`src/rtl/levt_pkg.sv`:
```
package levt_pkg;

    localparam int BUF_CNT = 16;
    localparam int IDX_W   = $clog2(BUF_CNT);

    // Register image: bit 7 node, bit 6 tx, bit 5 rx, bit 4 reserved, 3..0 index
    typedef struct packed {
        logic             node;
        logic             tx;
        logic             rx;
        logic             rsv;
        logic [IDX_W-1:0] idx;
    } rec_t;

    typedef enum logic [1:0] {
        EV_NONE = 2'd0,
        EV_NODE = 2'd1,
        EV_TX   = 2'd2,
        EV_RX   = 2'd3
    } ev_kind_t;

    localparam logic [7:0] IMPL_MASK = 8'hEF;

    function automatic rec_t make_rec(ev_kind_t kind, logic [IDX_W-1:0] idx);
        rec_t r;
        r      = '0;
        r.node = (kind == EV_NODE);
        r.tx   = (kind == EV_TX);
        r.rx   = (kind == EV_RX);
        r.idx  = (kind == EV_NODE) ? '0 : idx;
        return r;
    endfunction

endpackage

```
`src/rtl/levt_prio_enc.sv`:
```
module levt_prio_enc #(
    parameter int N = 16,
    parameter int W = $clog2(N)
) (
    input  logic [N-1:0] vec_i,
    output logic         any_o,
    output logic [W-1:0] idx_o
);
    always_comb begin
        idx_o = '0;
        for (int i = N - 1; i >= 0; i--) begin
            if (vec_i[i]) idx_o = W'(i);
        end
    end

    assign any_o = |vec_i;
endmodule

```
`src/rtl/levt_event_sel.sv`:
```
module levt_event_sel
    import levt_pkg::*;
#(
    parameter int NBUF = BUF_CNT
) (
    input  logic            node_evt_i,
    input  logic [NBUF-1:0] tx_done_i,
    input  logic [NBUF-1:0] rx_done_i,
    output logic            ev_o,
    output rec_t            rec_o
);
    localparam int IW = $clog2(NBUF);

    logic          tx_any, rx_any;
    logic [IW-1:0] tx_idx, rx_idx;
    ev_kind_t      kind;
    logic [IW-1:0] sel_idx;

    levt_prio_enc #(.N(NBUF), .W(IW)) tx_enc_i (
        .vec_i (tx_done_i),
        .any_o (tx_any),
        .idx_o (tx_idx)
    );

    levt_prio_enc #(.N(NBUF), .W(IW)) rx_enc_i (
        .vec_i (rx_done_i),
        .any_o (rx_any),
        .idx_o (rx_idx)
    );

    always_comb begin
        if (rx_any) begin
            kind    = EV_RX;
            sel_idx = rx_idx;
        end else if (tx_any) begin
            kind    = EV_TX;
            sel_idx = tx_idx;
        end else if (node_evt_i) begin
            kind    = EV_NODE;
            sel_idx = '0;
        end else begin
            kind    = EV_NONE;
            sel_idx = '0;
        end
    end

    assign ev_o  = (kind != EV_NONE);
    assign rec_o = make_rec(kind, IDX_W'(sel_idx));
endmodule

```
`src/rtl/levt_cpu_port.sv`:
```
module levt_cpu_port
    import levt_pkg::*;
(
    input  rec_t       cur_i,
    input  logic       bus_rmw_i,
    input  logic [7:0] bus_wdata_i,
    output rec_t       wr_next_o,
    output logic [7:0] rdata_o
);
    always_comb begin
        wr_next_o = rec_t'(cur_i & bus_wdata_i & IMPL_MASK);
    end

    assign rdata_o = bus_rmw_i ? IMPL_MASK : (cur_i & IMPL_MASK);
endmodule

```
`src/rtl/levt_reg.sv`:
```
module levt_reg
    import levt_pkg::*;
#(
    parameter int NBUF = BUF_CNT
) (
    input  logic            clk,
    input  logic            rst,
    input  logic            node_evt_i,
    input  logic [NBUF-1:0] tx_done_i,
    input  logic [NBUF-1:0] rx_done_i,
    input  logic            bus_rd_i,
    input  logic            bus_wr_i,
    input  logic            bus_rmw_i,
    input  logic [7:0]      bus_wdata_i,
    output logic [7:0]      bus_rdata_o,
    output logic [7:0]      stat_o
);
    rec_t cur_q, ev_rec, wr_rec;
    logic ev;
    logic rd_unused;

    assign rd_unused = bus_rd_i;

    levt_event_sel #(.NBUF(NBUF)) sel_i (
        .node_evt_i (node_evt_i),
        .tx_done_i  (tx_done_i),
        .rx_done_i  (rx_done_i),
        .ev_o       (ev),
        .rec_o      (ev_rec)
    );

    levt_cpu_port port_i (
        .cur_i       (cur_q),
        .bus_rmw_i   (bus_rmw_i),
        .bus_wdata_i (bus_wdata_i),
        .wr_next_o   (wr_rec),
        .rdata_o     (bus_rdata_o)
    );

    always_ff @(posedge clk) begin
        if (rst)           cur_q <= '0;
        else if (ev)       cur_q <= ev_rec;
        else if (bus_wr_i) cur_q <= wr_rec;
    end

    assign stat_o = cur_q;
endmodule

```
`config.mk`:
```
export PLATFORM = sky130hd
export DESIGN_NAME = levt_reg
export DESIGN_NICKNAME = d
export VERILOG_FILES = /design/src/rtl/levt_pkg.sv /design/src/rtl/levt_prio_enc.sv /design/src/rtl/levt_event_sel.sv /design/src/rtl/levt_cpu_port.sv /design/src/rtl/levt_reg.sv
export SDC_FILE = /design/constraint.sdc
export NUM_CORES = 1
export LEC_CHECK = 0
export BUFFER_PORTS_ARGS = -buffer_cell sky130_fd_sc_hd__buf_2
export CORE_UTILIZATION = 35
export DETAILED_ROUTE_END_ITERATION = 10
export GPL_TIMING_DRIVEN = 0
export PLACE_DENSITY = 0.79
export SLEW_MARGIN = 20
export SYNTH_ARGS = -nofsm -noshare
export SYNTH_HDL_FRONTEND = slang
export SYNTH_SLANG_ARGS = --single-unit
```
`constraint.sdc`:
```
create_clock -name clk -period 1.1 [get_ports clk]
set_input_delay 0.11 -clock clk [delete_from_list [all_inputs] [get_ports clk]]
set_output_delay 0.11 -clock clk [all_outputs]
set_load 0.005 [all_outputs]
```
======== Word-level counts from Yosys, hierarchy flattened ========
Index checks and enable logic that the tools add are counted.
W data, S select, Z words.
storage, ports and cells
  flip-flop bits (word level) ............. 7
  output and inout port bits .............. 16
operators by class
  equality and inequality tests ........... 3
  multiplexer cells ....................... 41
  bitwise operators ....................... 1
  reduce and logical (&&, ||, !) cells .... 4
operators with widths
  cell                  count
  $mux W4               35
  $reduce_or A16 Y1     2
  $mux W8               3
  $and A8 B8 Y8         1
  $eq A2 B2 Y1 const B  2
  $mux W2               2
  $reduce_bool A2 Y1    2
  $eq A2 B1 Y1 const B  1
  $mux W1               1

======== Logic depth before layout (Yosys ltp) ========
  word-level depth ........................ 20
  depth in mapped cells ................... 5
  mapped depth without buffers ............ 5

======== Cells and area by module ========
A second synthesis with hierarchy kept.
second synthesis, totals
  cell total of the unflattened synthesis .. 133
  area, all modules ....................... 922.1 um^2
modules (own cells, without submodules)
  module          times used  cells an instance  area each (um^2)  seq. area each (um^2)
  levt_reg        1           35                 369.1             160.2
  levt_prio_enc   2           34                 176.4             0.0
  levt_cpu_port   1           17                 106.4             0.0
  levt_event_sel  1           13                 93.8              0.0

======== Worst setup path before layout ========
No wires, ideal clock.
  kind .................................... input-to-reg
  start ................................... input tx_done_i[13]
  end ..................................... register cur_q (netlist bit stat_o[0])
  library setup time ...................... 0.114 ns
  arrival time ............................ 1.099 ns
  required time ........................... 0.986 ns
  slack ................................... -0.113 ns
  stages on the path ...................... 5
  path buffers ............................ 0
  cell sequence ........................... nor4_2 -> nand4_2 -> nor4_1 -> nor3_1 -> a21o_1
on the way
  longest elaborated chain between the ends .. 18
RTL lines
  element                RTL line              text
  start, declared        levt_reg.sv:9         input logic [NBUF-1:0] tx_done_i,
  $mux W4 (14 in a row)  levt_prio_enc.sv:12   if (vec_i[i]) idx_o = W'(i);
  $mux W4                levt_event_sel.sv:35  end else if (tx_any) begin
  $mux W4                levt_event_sel.sv:32  if (rx_any) begin
  $mux W4                levt_pkg.sv:30        r.idx = (kind == EV_NODE) ? '0 : idx;
  $mux W8                levt_reg.sv:42        else if (ev) cur_q <= ev_rec;
  end signal, assigned   levt_reg.sv:42
  end signal, assigned   levt_reg.sv:43        else if (bus_wr_i) cur_q <= wr_rec;
  end, declared          levt_reg.sv:18        rec_t cur_q, ev_rec, wr_rec;
Parallel ways exist; a longest one is shown, timed or not.
A chain may end at the register's enable or synchronous reset.

======== Worst setup path after layout ========
Ends and elaborated chain as after synthesis.

==> out/qor.csv <==
metric;value;unit
postSynthCellCount;107;
hp-start;rst;
endpoint;stat_o[0];
startpoint_type;input port;
seq_area_frac_synth;17.55;%
synth-edff-count;0;
crit_slowest_cell;nor4_4;
p_comb_share;41.5;%
dp.cells;192;
clock_latency;260;ps
final_hold_viol_count;0;
ctsLongestPathBuffers;2;
worst-path-buf-inv;1;
gr-total-overflow;0;
rr_worst_depth;5;
drtIter0Drc;22;
io_buffer_count;57;
stdcell_count;213;
synth_top_area_share;17.55;%
synthTopCellsByCount;nor2_1, inv_1, dfxtp_1, nor3_1, or2_2;
cp_common_cell;nor4_4;
regToRegEndpoint;stat_o[2];
synth.area.top_cells;dfxtp_1, nor4_4, nor4_2, nor2_1, or2_2;
skew;0;ps
rsz0062_at_grt;yes;
seqPwrFrac;30.2;%
synthXorXnorAreaFrac;0;%
ys_seq_elements;7;
setup_viol;1;
p_leak;0.6740;nW
initial_core_util;39.09;%
rows;16;
cp-startpoint;tx_done_i[13];
synth_top_family_by_area;simple AND/OR/NAND/NOR gates;
fmax;881.3;MHz
synth_compound_area_share;26.96;%
period_needed;1135;ps
via_per_inst;5.329;
worst-setup-path-type;input port to register;
reg2reg_from;stat_o[2];
syn_to_final_growth;84.17;%
drtPass1Iterations;4;
num_vias;1135;
avgSynthCellArea;7.460;um2
drive_gt1_share;60.22;%
min-delay-path-class;input port to register;
cts_made_buffers;3;
hold_slack;87.84;ps
core_area;2042;um2
dieHeight;49.76;um
nets;233;
die_w;49.76;um
yosysTopAreaCell;dfxtp_1;
syn_area;798.3;um2
grt_pass1_vias;942;
synthMuxAreaShare;0;%
peakVddDrop;664.0;uV
cap_violations;0;
crit_family;simple AND/OR/NAND/NOR gates;
wirelength;2.766;mm
status;finished, violations left;
h-tree-depth;1;
r2r_setup_slack;90;ps
power;0.0008734;W
grt_usage;19.44;%
path_clk_slew;50;ps
drc_errors;0;
synth-simple-area-share;48.90;%
yosysMostFrequentCell;nor2_1;
io_pins;62;
dp_hpwl;1.939;mm
p_sw_share;32.76;%
worst-endpoint-arrival;1290;ps
cp-end-kind;register;
setup_slack;-34.73;ps
largest_reg_flops;7;
pre_cts_slack;-359.4;ps
synth_fa_ha_area_share;0;%
min_period_over_period;103.2;%
path_cells;buf_8 -> nor4_4 -> nand4_4 -> nor4_4 -> nor3_2 -> a21o_1;
place_congestion;0.8084;
grt_pass1_wl;3.781;mm
die_area;2476;um2
path_max_fanout;5;
async_flop_share;0;%
grt_max_degree;8;
tritoncts;yes;
max_stage_delay;360;ps
yosys_warnings;0;
clockRootBuffer;clkbuf_4;
finish.utilization;72.00;%
slew_viol_final;0;
cts_num_sinks;7;
synthDistinctLibCells;32;
postRouteAntennaNets;0;
clock_power_share;28.3;%
p_sw;0.0002862;W
wire_per_inst;12.99;um
power_density;594.1;nW/um2
synth_ff_type;dfxtp_1;
cp_data_required_time;1250;ps
diodes;0;
p_int;0.0005872;W
path_depth;6;
violations;negative setup slack;
antenna_found_initial;0;
[worst min-delay path by stage]
stage,end,slack (ps),cells past startpoint
final,stat_o[3],90,2
after CTS,stat_o[5],90,2
after detailed placement,stat_o[5],370,2
after floorplan,stat_o[3],180,1
after global routing,stat_o[3],90,2
after global placement,stat_o[3],360,2
[through the flow]
step | area [um2] | setup TNS [ps]
after floorplan | 857.1 | -60.88
after global routing | 1470 | -155.0
after global placement | 1176 | -1464
after detailed placement | 1176 | -1733
final | 1470 | -34.73
after CTS | 1274 | 0
[cells in the final DEF (no fill, tap or decap), types with 2 or more instances in the layout]
master    Yosys  final
a211oi_1      2      2
a21oi_1       6      4
a21oi_2       0      2
a221o_1       3      3
a31oi_1       2      2
buf_2         0     48
buf_4         2     18
buf_6         0      8
buf_8         0      2
clkbuf_4      0      3
conb_1        1      2
dfxtp_2       0      6
inv_1         9      9
nand2_1       4      4
nand2b_1      5      5
nor2_1       16     15
nor3_1        7      5
nor4_1        3      2
nor4_4        3      9
o21ai_0       5      4
o31a_1        2      2
o31ai_1       4      4
or2_4         1      8
[timing repair]
| item | 4_1_cts | 5_1_grt |
|---|---|---|
| hold buffers | 0 | 0 |
| resized for setup | 9 | 35 |
| setup buffers | 5 | 12 |
| pin swaps | 6 | 15 |
| endpoints found under the hold margin | 0 | 0 |
| endpoints found under the setup margin | 7 | 12 |
| gates cloned | 0 | 0 |
[power groups by stage]
stage / clock network (W) / logic [W] / registers, W
global route: 0.000267 / 0.000390 / 0.000264
finish: 0.000247 / 0.000363 / 0.000264
floorplan: 0 / 0.000105 / 0.000270
global placement: 0 / 0.000280 / 0.000270
CTS: 0.000248 / 0.000307 / 0.000266
detailed placement: 0 / 0.000289 / 0.000270
[cells by family after synthesis]
group / count (synthesis)
flops: 7
simple gates: 57
buf+inv: 11
other cells: 1
compound gates: 31
[cell type report]
type,instances,area (um2)
inverters,9,33.78
repair buffers,74,480.5
fillers,167,571.8
well taps,27,33.78
clock buffers,4,26.28
multi-input cells,90,729.5
plain buffers,2,15.01
flip-flops and latches,7,151.4
[per-layer routing]
layer,track usage (%),share of wire [%],up-vias
met4,4.286,0.40,0
met5,0,0,-
met3,4.630,5.0,2
li1,-,-,557
met1,21.89,40,538
met2,36.26,55,38
Power figures use the tool's default switching activity.
